`src/rtl/sbm_pkg.sv`:
```
package sbm_pkg;
  localparam logic [2:0] OP_INIT    = 3'd0;
  localparam logic [2:0] OP_PUT     = 3'd1;
  localparam logic [2:0] OP_GET     = 3'd2;
  localparam logic [2:0] OP_READ    = 3'd3;
  localparam logic [2:0] OP_WRITE   = 3'd4;
  localparam logic [2:0] OP_CPU_RST = 3'd5;

  typedef enum logic [1:0] {XK_ACQ, XK_REL, XK_RD, XK_WR} xfer_e;

  typedef enum logic [3:0] {
    S_IDLE, S_ACQ, S_RD0, S_RD1, S_RD2, S_DEC, S_WR0, S_WR1, S_REL, S_PULSE
  } seq_e;
endpackage

```
`src/rtl/bus_xfer_engine.sv`:
```
module bus_xfer_engine
  import sbm_pkg::*;
#(
  parameter int ADDR_W = 19,
  parameter int DATA_W = 8
) (
  input  logic              clk_i,
  input  logic              rst_ni,
  input  logic              req_i,
  input  xfer_e             kind_i,
  input  logic [ADDR_W-1:0] addr_i,
  input  logic [DATA_W-1:0] wdata_i,
  output logic              done_o,
  output logic [DATA_W-1:0] rdata_o,
  output logic              busreq_no,
  input  logic              busack_ni,
  output logic              mreq_no,
  output logic              rd_no,
  output logic              wr_no,
  output logic [ADDR_W-1:0] addr_o,
  output logic              addr_oe_o,
  output logic [DATA_W-1:0] data_o,
  output logic              data_oe_o,
  input  logic [DATA_W-1:0] data_i
);
  localparam logic [2:0] ST_DONE = 3'd7;

  logic [2:0]        st_q;
  xfer_e             kind_q;
  logic [ADDR_W-1:0] a_q;
  logic [DATA_W-1:0] w_q;

  assign done_o = (st_q == ST_DONE);

  always_ff @(posedge clk_i or negedge rst_ni) begin
    if (!rst_ni) begin
      st_q      <= '0;
      kind_q    <= XK_ACQ;
      a_q       <= '0;
      w_q       <= '0;
      rdata_o   <= '0;
      busreq_no <= 1'b1;
      mreq_no   <= 1'b1;
      rd_no     <= 1'b1;
      wr_no     <= 1'b1;
      addr_o    <= '0;
      addr_oe_o <= 1'b0;
      data_o    <= '0;
      data_oe_o <= 1'b0;
    end else if (st_q == 3'd0) begin
      if (req_i) begin
        st_q   <= 3'd1;
        kind_q <= kind_i;
        a_q    <= addr_i;
        w_q    <= wdata_i;
      end
    end else if (st_q == ST_DONE) begin
      st_q <= '0;
    end else begin
      unique case (kind_q)
        XK_ACQ: begin
          if (st_q == 3'd1) begin
            busreq_no <= 1'b0;
            st_q      <= 3'd2;
          end else if (!busack_ni) begin
            addr_oe_o <= 1'b1;
            st_q      <= ST_DONE;
          end
        end
        XK_REL: begin
          case (st_q)
            3'd1:    begin data_oe_o <= 1'b0; st_q <= 3'd2; end
            3'd2:    begin addr_oe_o <= 1'b0; st_q <= 3'd3; end
            3'd3:    begin busreq_no <= 1'b1; st_q <= 3'd4; end
            default: if (busack_ni) st_q <= ST_DONE;
          endcase
        end
        XK_WR: begin
          case (st_q)
            3'd1: begin addr_o <= a_q; st_q <= 3'd2; end
            3'd2: begin
              mreq_no   <= 1'b0;
              data_o    <= w_q;
              data_oe_o <= 1'b1;
              st_q      <= 3'd3;
            end
            3'd3:    begin wr_no <= 1'b0; st_q <= 3'd4; end
            3'd4:    begin wr_no <= 1'b1; st_q <= 3'd5; end
            default: begin mreq_no <= 1'b1; st_q <= ST_DONE; end
          endcase
        end
        XK_RD: begin
          case (st_q)
            3'd1: begin addr_o <= a_q; data_oe_o <= 1'b0; st_q <= 3'd2; end
            3'd2: begin mreq_no <= 1'b0; st_q <= 3'd3; end
            3'd3: begin rd_no <= 1'b0; st_q <= 3'd4; end
            3'd4: st_q <= 3'd5;
            default: begin
              rdata_o <= data_i;
              rd_no   <= 1'b1;
              mreq_no <= 1'b1;
              st_q    <= ST_DONE;
            end
          endcase
        end
        default: st_q <= ST_DONE;
      endcase
    end
  end
endmodule

```
`src/rtl/fifo_shadow_regs.sv`:
```
module fifo_shadow_regs #(
  parameter int NUM_FIFOS = 2,
  parameter int ADDR_W    = 19,
  parameter int DATA_W    = 8,
  parameter int SEL_W     = 1
) (
  input  logic              clk_i,
  input  logic              rst_ni,
  input  logic [SEL_W-1:0]  sel_i,
  input  logic              init_we_i,
  input  logic [ADDR_W-1:0] init_base_i,
  input  logic [DATA_W-1:0] init_mask_i,
  input  logic [DATA_W-1:0] init_in_i,
  input  logic [DATA_W-1:0] init_out_i,
  input  logic              in_we_i,
  input  logic              out_we_i,
  input  logic [DATA_W-1:0] idx_next_i,
  output logic [ADDR_W-1:0] base_o,
  output logic [DATA_W-1:0] mask_o,
  output logic [DATA_W-1:0] in_o,
  output logic [DATA_W-1:0] out_o
);
  logic [NUM_FIFOS-1:0][ADDR_W-1:0] base_all;
  logic [NUM_FIFOS-1:0][DATA_W-1:0] mask_all, in_all, out_all;

  for (genvar g = 0; g < NUM_FIFOS; g++) begin : g_fifo
    logic [ADDR_W-1:0] base_q;
    logic [DATA_W-1:0] mask_q, in_q, out_q;
    logic hit;
    assign hit = (sel_i == SEL_W'(g));

    always_ff @(posedge clk_i or negedge rst_ni) begin
      if (!rst_ni) begin
        base_q <= '0;
        mask_q <= '0;
        in_q   <= '0;
        out_q  <= '0;
      end else if (hit) begin
        if (init_we_i) begin
          base_q <= init_base_i;
          mask_q <= init_mask_i;
          in_q   <= init_in_i;
          out_q  <= init_out_i;
        end else begin
          if (in_we_i)  in_q  <= idx_next_i;
          if (out_we_i) out_q <= idx_next_i;
        end
      end
    end

    assign base_all[g] = base_q;
    assign mask_all[g] = mask_q;
    assign in_all[g]   = in_q;
    assign out_all[g]  = out_q;
  end

  assign base_o = base_all[sel_i];
  assign mask_o = mask_all[sel_i];
  assign in_o   = in_all[sel_i];
  assign out_o  = out_all[sel_i];
endmodule

```
`src/rtl/cpu_reset_pulser.sv`:
```
module cpu_reset_pulser #(
  parameter int CYCLES = 1000
) (
  input  logic clk_i,
  input  logic rst_ni,
  input  logic start_i,
  output logic cpu_rst_no,
  output logic done_o
);
  localparam int CNT_W = $clog2(CYCLES + 1);

  logic [CNT_W-1:0] cnt_q;

  always_ff @(posedge clk_i or negedge rst_ni) begin
    if (!rst_ni) begin
      cnt_q      <= '0;
      cpu_rst_no <= 1'b1;
      done_o     <= 1'b0;
    end else begin
      done_o <= 1'b0;
      if (start_i && cpu_rst_no) begin
        cpu_rst_no <= 1'b0;
        cnt_q      <= CNT_W'(CYCLES - 1);
      end else if (!cpu_rst_no) begin
        if (cnt_q != '0) begin
          cnt_q <= cnt_q - 1'b1;
        end else begin
          cpu_rst_no <= 1'b1;
          done_o     <= 1'b1;
        end
      end
    end
  end
endmodule

```
`src/rtl/shared_bus_fifo_master.sv`:
```
module shared_bus_fifo_master
  import sbm_pkg::*;
#(
  parameter int ADDR_W    = 19,
  parameter int DATA_W    = 8,
  parameter int NUM_FIFOS = 2,
  parameter int CLK_MHZ   = 100,
  parameter int RST_US    = 10,
  localparam int SEL_W    = (NUM_FIFOS > 1) ? $clog2(NUM_FIFOS) : 1
) (
  input  logic              clk_i,
  input  logic              rst_ni,
  input  logic              cmd_valid_i,
  output logic              cmd_ready_o,
  input  logic [2:0]        cmd_op_i,
  input  logic [SEL_W-1:0]  cmd_sel_i,
  input  logic [ADDR_W-1:0] cmd_addr_i,
  input  logic [DATA_W-1:0] cmd_data_i,
  output logic              rsp_valid_o,
  output logic              rsp_nack_o,
  output logic [DATA_W-1:0] rsp_data_o,
  output logic              busreq_no,
  input  logic              busack_ni,
  output logic              mreq_no,
  output logic              rd_no,
  output logic              wr_no,
  output logic              cpu_rst_no,
  output logic [ADDR_W-1:0] addr_o,
  output logic              addr_oe_o,
  output logic [DATA_W-1:0] data_o,
  output logic              data_oe_o,
  input  logic [DATA_W-1:0] data_i
);
  localparam int RST_CYCLES = CLK_MHZ * RST_US;
  localparam int PAD_W      = ADDR_W - DATA_W;

  seq_e              state_q;
  logic [2:0]        op_q;
  logic [SEL_W-1:0]  sel_q;
  logic [ADDR_W-1:0] addr_q;
  logic [DATA_W-1:0] wdata_q, ra_q, rb_q, rc_q;
  logic              retry_q, rsp_valid_q, rsp_nack_q;

  logic              x_req, x_done;
  xfer_e             x_kind;
  logic [ADDR_W-1:0] x_addr;
  logic [DATA_W-1:0] x_wdata, x_rdata;

  logic [SEL_W-1:0]  sh_sel;
  logic [ADDR_W-1:0] base_s, fbase;
  logic [DATA_W-1:0] mask_s, in_s, out_s, idx_cur, idx_nxt;
  logic              init_we, in_we, out_we;
  logic              pulse_start, pulse_done;

  assign cmd_ready_o = (state_q == S_IDLE);
  assign rsp_valid_o = rsp_valid_q;
  assign rsp_nack_o  = rsp_nack_q;
  assign rsp_data_o  = rb_q;

  assign sh_sel  = (state_q == S_IDLE) ? cmd_sel_i : sel_q;
  assign fbase   = (op_q == OP_INIT) ? addr_q : base_s;
  assign idx_cur = (op_q == OP_PUT) ? in_s : out_s;
  assign idx_nxt = (idx_cur + 1'b1) & mask_s;

  assign init_we = (state_q == S_REL) && x_done && !retry_q && (op_q == OP_INIT);
  assign in_we   = (state_q == S_WR1) && x_done && (op_q == OP_PUT);
  assign out_we  = (state_q == S_WR1) && x_done && (op_q == OP_GET);

  assign pulse_start = (state_q == S_IDLE) && cmd_valid_i && (cmd_op_i == OP_CPU_RST);

  always_comb begin
    x_req   = 1'b1;
    x_kind  = XK_RD;
    x_addr  = addr_q;
    x_wdata = wdata_q;
    unique case (state_q)
      S_ACQ: x_kind = XK_ACQ;
      S_REL: x_kind = XK_REL;
      S_RD0: x_addr = (op_q == OP_INIT) ? fbase - ADDR_W'(3) :
                      (op_q == OP_PUT)  ? fbase - ADDR_W'(1) : fbase - ADDR_W'(2);
      S_RD1: x_addr = (op_q == OP_INIT) ? fbase - ADDR_W'(2) :
                      (op_q == OP_GET)  ? fbase + {{PAD_W{1'b0}}, out_s} : addr_q;
      S_RD2: x_addr = fbase - ADDR_W'(1);
      S_WR0: begin
        x_kind = XK_WR;
        x_addr = (op_q == OP_PUT) ? fbase + {{PAD_W{1'b0}}, in_s} : addr_q;
      end
      S_WR1: begin
        x_kind  = XK_WR;
        x_addr  = (op_q == OP_PUT) ? fbase - ADDR_W'(2) : fbase - ADDR_W'(1);
        x_wdata = idx_nxt;
      end
      default: x_req = 1'b0;
    endcase
  end

  always_ff @(posedge clk_i or negedge rst_ni) begin
    if (!rst_ni) begin
      state_q     <= S_IDLE;
      op_q        <= OP_INIT;
      sel_q       <= '0;
      addr_q      <= '0;
      wdata_q     <= '0;
      ra_q        <= '0;
      rb_q        <= '0;
      rc_q        <= '0;
      retry_q     <= 1'b0;
      rsp_valid_q <= 1'b0;
      rsp_nack_q  <= 1'b0;
    end else begin
      rsp_valid_q <= 1'b0;
      unique case (state_q)
        S_IDLE: if (cmd_valid_i) begin
          op_q    <= cmd_op_i;
          sel_q   <= cmd_sel_i;
          addr_q  <= cmd_addr_i;
          wdata_q <= cmd_data_i;
          if ((cmd_op_i > OP_CPU_RST) ||
              (((cmd_op_i == OP_PUT) || (cmd_op_i == OP_GET)) && (base_s == '0))) begin
            rsp_valid_q <= 1'b1;
            rsp_nack_q  <= 1'b1;
          end else if (cmd_op_i == OP_CPU_RST) begin
            state_q <= S_PULSE;
          end else begin
            state_q <= S_ACQ;
          end
        end
        S_PULSE: if (pulse_done) begin
          rsp_valid_q <= 1'b1;
          rsp_nack_q  <= 1'b0;
          state_q     <= S_IDLE;
        end
        S_ACQ: if (x_done) begin
          state_q <= (op_q == OP_READ) ? S_RD1 : (op_q == OP_WRITE) ? S_WR0 : S_RD0;
        end
        S_RD0: if (x_done) begin
          ra_q    <= x_rdata;
          state_q <= (op_q == OP_INIT) ? S_RD1 : S_DEC;
        end
        S_DEC: begin
          // Put: full when the advanced in-index meets memory's out-index.
          // Get: empty when memory's in-index equals local out.
          if ((op_q == OP_PUT) ? (idx_nxt == ra_q) : (ra_q == out_s)) begin
            retry_q <= 1'b1;
            state_q <= S_REL;
          end else begin
            state_q <= (op_q == OP_PUT) ? S_WR0 : S_RD1;
          end
        end
        S_RD1: if (x_done) begin
          rb_q    <= x_rdata;
          state_q <= (op_q == OP_INIT) ? S_RD2 : (op_q == OP_GET) ? S_WR1 : S_REL;
        end
        S_RD2: if (x_done) begin
          rc_q    <= x_rdata;
          state_q <= S_REL;
        end
        S_WR0: if (x_done) state_q <= (op_q == OP_PUT) ? S_WR1 : S_REL;
        S_WR1: if (x_done) state_q <= S_REL;
        S_REL: if (x_done) begin
          if (retry_q) begin
            retry_q <= 1'b0;
            state_q <= S_ACQ;
          end else begin
            rsp_valid_q <= 1'b1;
            rsp_nack_q  <= 1'b0;
            state_q     <= S_IDLE;
          end
        end
        default: state_q <= S_IDLE;
      endcase
    end
  end

  bus_xfer_engine #(.ADDR_W(ADDR_W), .DATA_W(DATA_W)) u_xfer (
    .clk_i, .rst_ni,
    .req_i(x_req), .kind_i(x_kind), .addr_i(x_addr), .wdata_i(x_wdata),
    .done_o(x_done), .rdata_o(x_rdata),
    .busreq_no, .busack_ni, .mreq_no, .rd_no, .wr_no,
    .addr_o, .addr_oe_o, .data_o, .data_oe_o, .data_i
  );

  fifo_shadow_regs #(
    .NUM_FIFOS(NUM_FIFOS), .ADDR_W(ADDR_W), .DATA_W(DATA_W), .SEL_W(SEL_W)
  ) u_shadow (
    .clk_i, .rst_ni,
    .sel_i(sh_sel), .init_we_i(init_we), .init_base_i(addr_q),
    .init_mask_i(ra_q), .init_in_i(rb_q), .init_out_i(rc_q),
    .in_we_i(in_we), .out_we_i(out_we), .idx_next_i(idx_nxt),
    .base_o(base_s), .mask_o(mask_s), .in_o(in_s), .out_o(out_s)
  );

  cpu_reset_pulser #(.CYCLES(RST_CYCLES)) u_rst_pulse (
    .clk_i, .rst_ni, .start_i(pulse_start),
    .cpu_rst_no, .done_o(pulse_done)
  );
endmodule

```
`config.mk`:
```
export PLATFORM = sky130hd
export DESIGN_NAME = shared_bus_fifo_master
export DESIGN_NICKNAME = d
export VERILOG_FILES = /design/src/rtl/sbm_pkg.sv /design/src/rtl/bus_xfer_engine.sv /design/src/rtl/fifo_shadow_regs.sv /design/src/rtl/cpu_reset_pulser.sv /design/src/rtl/shared_bus_fifo_master.sv
export SDC_FILE = /design/constraint.sdc
export NUM_CORES = 1
export LEC_CHECK = 0
export ABC_AREA = 1
export CORE_MARGIN = 5
export CORE_UTILIZATION = 61
export DETAILED_ROUTE_END_ITERATION = 12
export PLACE_DENSITY = 0.81
export SLEW_MARGIN = 20
export SYNTH_ARGS = -nofsm -noshare
export SYNTH_HDL_FRONTEND = slang
export SYNTH_SLANG_ARGS = --single-unit
```
`constraint.sdc`:
```
create_clock -name clk_i -period 3.8 [get_ports clk_i]
set_input_delay 0.76 -clock clk_i [delete_from_list [all_inputs] [get_ports clk_i]]
set_output_delay 0.76 -clock clk_i [all_outputs]
set_load 0.02 [all_outputs]
```
---- After elaboration in Yosys (flattened, before gate mapping) ----
Cells that the tools add are included.
cells by class
  add/sub/neg operators ................... 7
  order comparisons ....................... 2
  equality and inequality tests ........... 49
  muxes and demuxes ....................... 90
  bitwise logic cells ..................... 7
  reduce and logical (&&, ||, !) cells .... 60
operators by type and width
  operator                                                                 count
  19-bit two-way mux                                                       9
  8-bit two-way mux                                                        12
  19-bit one-hot mux with 5 select lines                                   1
  4-bit two-way mux                                                        14
  19-bit by 8-bit adder with 19-bit output                                 2
  19-bit by 2-bit subtractor with 19-bit output, second input constant     2
  4-bit one-hot mux with 9 select lines                                    1
  10-bit two-way mux                                                       3
  3-bit two-way mux                                                        10
  1-bit two-way mux                                                        27
  2-bit inequality test, second input constant                             12
  2-bit AND reduction                                                      12
  4-bit AND reduction                                                      6
  19-bit zero test                                                         1
  19-bit by 1-bit subtractor with 19-bit output, second input constant     1
  2-bit by 1-bit inequality test with 1-bit output, second input constant  9
  3-bit one-hot mux with 3 select lines                                    2
  4-bit by 3-bit == test with 1-bit output, second input constant          4
  8-bit == test                                                            2
  3-bit by 2-bit == test with 1-bit output, second input constant          5
  1-bit one-hot mux with 2 select lines                                    7
  2-bit nonzero test                                                       7
  3-bit == test, second input constant                                     4
  3-bit one-hot mux with 4 select lines                                    1
  32 further kinds                                                         61
word-level totals
  register bits after elaboration ......... 233
  input bits .............................. 43
  output and inout port bits .............. 45

---- Longest topological paths before layout ----
  word-level depth ........................ 11
  mapped depth ............................ 26
  mapped depth without buffers ............ 25

---- By module ----
A second synthesis with hierarchy kept.
unflattened totals
  cells, all modules ...................... 2201
  area total of the unflattened synthesis .. 15183.3 um^2
modules (own cells, without submodules)
  module                  times used  cells each  area each (um^2)
  shared_bus_fifo_master  1           1214        7373.3
  fifo_shadow_regs        1           523         3935.0
  bus_xfer_engine         1           367         3175.5
  cpu_reset_pulser        1           97          699.4

---- Least setup slack after synthesis ----
No wires, ideal clock.
  kind .................................... input to register
  start ................................... input port cmd_sel_i
  end ..................................... register u_xfer.a_q[12]
  data arrival time ....................... 2870 ps
  required time ........................... 3683 ps
  path slack .............................. 812 ps
  stages on the path ...................... 19
  buffers on the path ..................... 1
  cells stage by stage .................... nand3_1 > nand2_2 > buf_6 > nand2_2 > o21ai_2 > nand2_2 > nand2_4 > inv_2 > ha_1 > a21oi_1 > nor2_1 > a211oi_1 > nand2_2 > nand3_1 > nand3_1 > o211ai_1 > nand2_1 > nor2_1 > nor2_1
on the way
  cells in the longest elaborated chain, start to end .. 8
ends and longest elaborated chain
  what                                                              line                                                        RTL
  start: declaration                                                shared_bus_fifo_master.sv:16                                input logic [SEL_W-1:0] cmd_sel_i,
  1-bit two-way mux *                                               shared_bus_fifo_master.sv:60                                assign sh_sel = (state_q == S_IDLE) ? cmd_sel_i : sel_q;
  19-bit two-way mux (implied by the code) (2 in a row)             fifo_shadow_regs.sv:57                                      assign base_o = base_all[sel_i];
  19-bit two-way mux                                                shared_bus_fifo_master.sv:61                                assign fbase = (op_q == OP_INIT) ? addr_q : base_s;
  19-bit by 8-bit adder with 19-bit output (tied with other cells)  shared_bus_fifo_master.sv:82                                (op_q == OP_GET) ? fbase + {{PAD_W{1'b0}}, out_s} : addr_q;
  19-bit two-way mux, on equally long branches                      shared_bus_fifo_master.sv:82, shared_bus_fifo_master.sv:80
  19-bit two-way mux, on equally long branches                      shared_bus_fifo_master.sv:81, shared_bus_fifo_master.sv:79
  19-bit one-hot mux with 5 select lines *                          shared_bus_fifo_master.sv:76                                unique case (state_q)
  end signal: assignment                                            bus_xfer_engine.sv:54                                       a_q <= addr_i;
  end: declaration                                                  bus_xfer_engine.sv:30                                       logic [ADDR_W-1:0] a_q;
Every way passes the cells marked *; elsewhere a longest branch is shown, timed or not. The select of a mux whose other input is x is not followed.
A chain may end at the register's enable or synchronous reset.

---- Worst setup path after layout ----
  start ................................... register op_q[2]
  end ..................................... register state_q[2]
on the way
  cells in the longest elaborated chain, start to end .. 8
ends and longest elaborated chain
  what                                      line                           RTL
  start: declaration                        shared_bus_fifo_master.sv:38   logic [2:0] op_q;
  start signal: assignment                  shared_bus_fifo_master.sv:114  op_q <= cmd_op_i;
  3-bit by 1-bit == test with 1-bit output  --
  8-bit two-way mux                         shared_bus_fifo_master.sv:62   assign idx_cur = (op_q == OP_PUT) ? in_s : out_s;
  8-bit by 1-bit adder with 8-bit output    shared_bus_fifo_master.sv:63   assign idx_nxt = (idx_cur + 1'b1) & mask_s;
  8-bit bitwise AND                         shared_bus_fifo_master.sv:63
  8-bit == test                             shared_bus_fifo_master.sv:143  if ((op_q == OP_PUT) ? (idx_nxt == ra_q) : (ra_q == out_s)) begin
  1-bit two-way mux                         shared_bus_fifo_master.sv:143
  4-bit two-way mux                         shared_bus_fifo_master.sv:143
  4-bit one-hot mux with 9 select lines *   shared_bus_fifo_master.sv:112  unique case (state_q)
  end signal: assignment                    shared_bus_fifo_master.sv:138  state_q <= (op_q == OP_INIT) ? S_RD1 : S_DEC;
  end signal: assignment                    shared_bus_fifo_master.sv:147  state_q <= (op_q == OP_PUT) ? S_WR0 : S_RD1;
  end signal: assignment                    shared_bus_fifo_master.sv:152  state_q <= (op_q == OP_INIT) ? S_RD2 : (op_q == OP_GET) ? S_WR1 : S_REL;
  end: declaration                          shared_bus_fifo_master.sv:37   seq_e state_q;
Marks and branches as above.

==> metrics.md <==
| Metric | Value |
|---|---|
| Number of buffers added on ports | 87 |
| Multi-input logic area | 0.00795 mm^2 |
| Detailed-route via count | 16620 |
| Worst-Skew Late Latency | 560 ps |
| Worst Path Required | 4230 ps |
| Syn_nets | 2189 |
| Inst Count DP | 2668 |
| Reg2reg setup slack | 280 ps |
| Clk sinks | 233 |
| Register area | 0.00584 mm^2 |
| Grt total ovfl | 0 |
| CP Max Fanout | 27 |
| Max-slew headroom | 0.343 |
| Outcome | finished clean |
| Hold-fix buffers, CTS | 0 |
| Crit end category | flip-flop |
| Vias in the first global route | 16299 |
| Startpoint Class | flip-flop |
| Synth Flop Type | dfrtp_1 |
| Initial antenna violation count | 0 |
| Reg clk slew, reported paths | 70 ps |
| Share of cells above drive strength 1 | 0.165 |
| Pwr Density | 997 mW/mm^2 |
| Cts repair resizes | 0 |
| Die width | 167 um |
| Register area share after synthesis | 0.390 |
| Final worst slack | 278 ps |
| Leakage | 8.89 nW |
| Slew @ Worst Pin | 982 ps |
| Routed Antenna Nets | 0 |
| Worst setup path category | flip-flop to flip-flop |
| IO Pins | 88 |
| Fillers | 1796 |
| Cell Area, Synth | 0.0150 mm^2 |
| Buffer count from post-CTS setup fixing | 0 |
| Core area | 0.0242 mm^2 |
| Worst r2r src | op_q[2]$_DFFE_PN0P_ |
| Fin Clk Skew | 14.4 ps |
| Synth Register Bits | 233 |
| Number of flops mapped to enable cells by yosys | 0 |
| Max-Cap Viols | 0 |
| Worst hold path class | input port to async pin |
| 1st-pass router iterations | 6 |
| H-tree levels | 1 |
| CTS tree | done |
| Non-filler cells in the finished layout | 2714 |
| Final Hold Violating Endpoints | 0 |
| Worst R2R End | state_q[2]$_DFFE_PN0P_ |
| Pin count of the biggest net entering global routing | 101 |
| Initial DRC count | 2045 |
| Pre-CTS setup slack | -281 ps |
| Endpoints failing setup | 0 |
| Ant diodes | 0 |
| Final Critical Period | 3520 ps |
| Die area | 0.0278 mm^2 |
| Routed WL per cell | 21.1 um |
| Die Ht | 167 um |
| Mapped Cells | 2123 |
| Reg2reg path depth | 19 |
| Total CTS buffers | 25 |
| CTS root buf | clkbuf_16 |
| Final period util | 0.927 |
| GP Congestion | 1.03 |
| Async SR Flop Fraction | 1.00 |
| First-pass GRT wire length | 88.9 mm |
| GR Util All Layers | 0.401 |
| Fin. max-slew vios | 0 |
| Initial Util | 0.618 |
| Yosys synthesis warning count | 0 |
| Vias/cell | 6.12 |
| WP data arrival | 3950 ps |
| Area Overhead vs Synth | 22.9% |
| Max Freq | 0.284 GHz |
| RSZ-0062 raised after global routing | no |
| Estimated wirelength of the detail-placed design | 42.2 mm |
| Post-Route WL | 57.2 mm |
| Final net count | 2437 |
| Residual DRC count | 0 |
| Synth Area per Inst | 7.06 um^2 |
| # rows | 57 |
| Longest Clk Path Bufs | 3 |
| Yosys cell types | 58 |
| Maximum VDD drop | 0.671 mV |
## cells in the mapped netlist (all sizes together), types with 14 or more instances
cell | instances | area (um^2)
nand3 | 147 | 776
nor2 | 222 | 926
inv | 232 | 876
nor3 | 18 | 95.1
a31oi | 31 | 194
buf | 27 | 173
nand4 | 20 | 125
o211ai | 21 | 158
clkbuf | 45 | 169
mux2 | 14 | 158
ha | 23 | 288
dfrtp | 228 | 5710
nand2 | 640 | 2520
a21oi | 87 | 435
xor2 | 25 | 226
o21ai | 263 | 1460
## state kept, by name (all words and copies together), names as in the netlist, 10 cells and up
| signal | count |
|---|---|
| u_shadow.g_fifo.mask_q | 16 |
| addr_q | 19 |
| u_shadow.g_fifo.base_q | 38 |
| u_rst_pulse.cnt_q | 10 |
| u_xfer.a_q | 19 |
| u_xfer.addr_o | 19 |
| u_shadow.g_fifo.out_q | 16 |
| u_shadow.g_fifo.in_q | 16 |
## through the flow
stage | utilization | power (mW) | TNS [ps] | area, um^2 | hold slack [ps]
2_1_floorplan | - | 10.4 | 0 | 15000 | 437
3_3_place_gp | 0.723 | 15.0 | -1190 | 17500 | 449
3_5_place_dp | 0.723 | 15.3 | -1840 | 17500 | 462
4_1_cts | 0.758 | 18.0 | 0 | 18400 | 268
5_1_grt | 0.759 | 19.3 | 0 | 18400 | 298
6_report | 0.759 | 18.4 | 0 | 18400 | 201
## cell families (layout without fill, tap and decap cells)
kind of cell	after synthesis	count (layout)	synth area share
AOI/OAI and AO/OA	447	447	0.173
and+or+nand+nor	1070	1070	0.307
DFF	233	233	0.390
muxes	20	20	0.0145
buffers and inverters	305	572	0.0815
adders and majority gates	23	23	0.0192
xor gates and xnor gates	25	25	0.0151
## final cells by class
class | instances | share of cell area
Clock inverter | 9 | 0.00653
Sequential cell | 233 | 0.317
Clock buffer | 37 | 0.0397
Inverter | 233 | 0.0478
Tap cell | 324 | 0.0220
Timing Repair Buffer | 293 | 0.135
Multi-Input combinational cell | 1585 | 0.432
## critical path, stage by stage, from the launching register on
cell and delay (ps):
dfrtp_1 420, inv_1 120, nand3_1 440, inv_1 290
buf_4 410, nand3_1 160, nand2_2 150, nor2_4 60
nand2_2 130, nor2_1 60, nand3_1 100, nand3_1 120
nand2_1 120, nand3_1 80, nand2_1 230, nand3_2 140
nand3_1 100, nand2_1 60, nand2_1 100, nand2_1 70
## placed cells by master (no fill, tap or decap), types with 5 or more instances in the layout
cell type,n
nand2_1,600
dfrtp_1,228
inv_1,221
o21ai_0,209
buf_4,201
nor2_1,194
nand3_1,139
a21oi_1,87
clkdlybuf4s50_1,86
nand2_2,36
a31oi_1,31
o21ai_2,27
clkbuf_16,25
xor2_1,24
o21ai_1,23
ha_1,23
o211ai_1,21
nand4_1,20
nor2_2,19
nor3_1,16
mux2_2,14
o22ai_1,13
nor2_4,9
inv_2,9
nand3_2,8
mux2i_1,6
nand3b_1,6
clkbuf_8,6
clkbuf_1,6
and2_1,5
or2_2,5
a211oi_1,5
dfstp_2,5
## where the power goes
part / internal (mW) / total [mW] / switching (mW)
sequential: 3.30 / 3.95 / 0.651
combinational: 4.37 / 11.8 / 7.48
clock: 1.48 / 2.55 / 1.07
## per-layer routing
metal,vias up,wire length (um),track usage
li1,7460,-,-
met1,7701,20200,0.472
met2,1106,26600,0.667
met3,353,5240,0.0723
met4,0,5200,0.279
met5,-,0,0
## worst max-delay path by stage
stage	start	end	slack, ps	cells after the start
final	op_q[2]$_DFFE_PN0P_	state_q[2]$_DFFE_PN0P_	280	19
after global routing	cmd_sel_i	u_xfer.a_q[15]$_DFFE_PN0P_	60	23
after CTS	cmd_sel_i	u_xfer.a_q[15]$_DFFE_PN0P_	290	23
after detailed placement	cmd_sel_i	u_xfer.a_q[15]$_DFFE_PN0P_	-280	23
after global placement	cmd_sel_i	u_xfer.a_q[15]$_DFFE_PN0P_	-270	23
after floorplan	cmd_sel_i	u_xfer.a_q[12]$_DFFE_PN0P_	810	19
No activity file was read; power rests on OpenSTA's default activity.
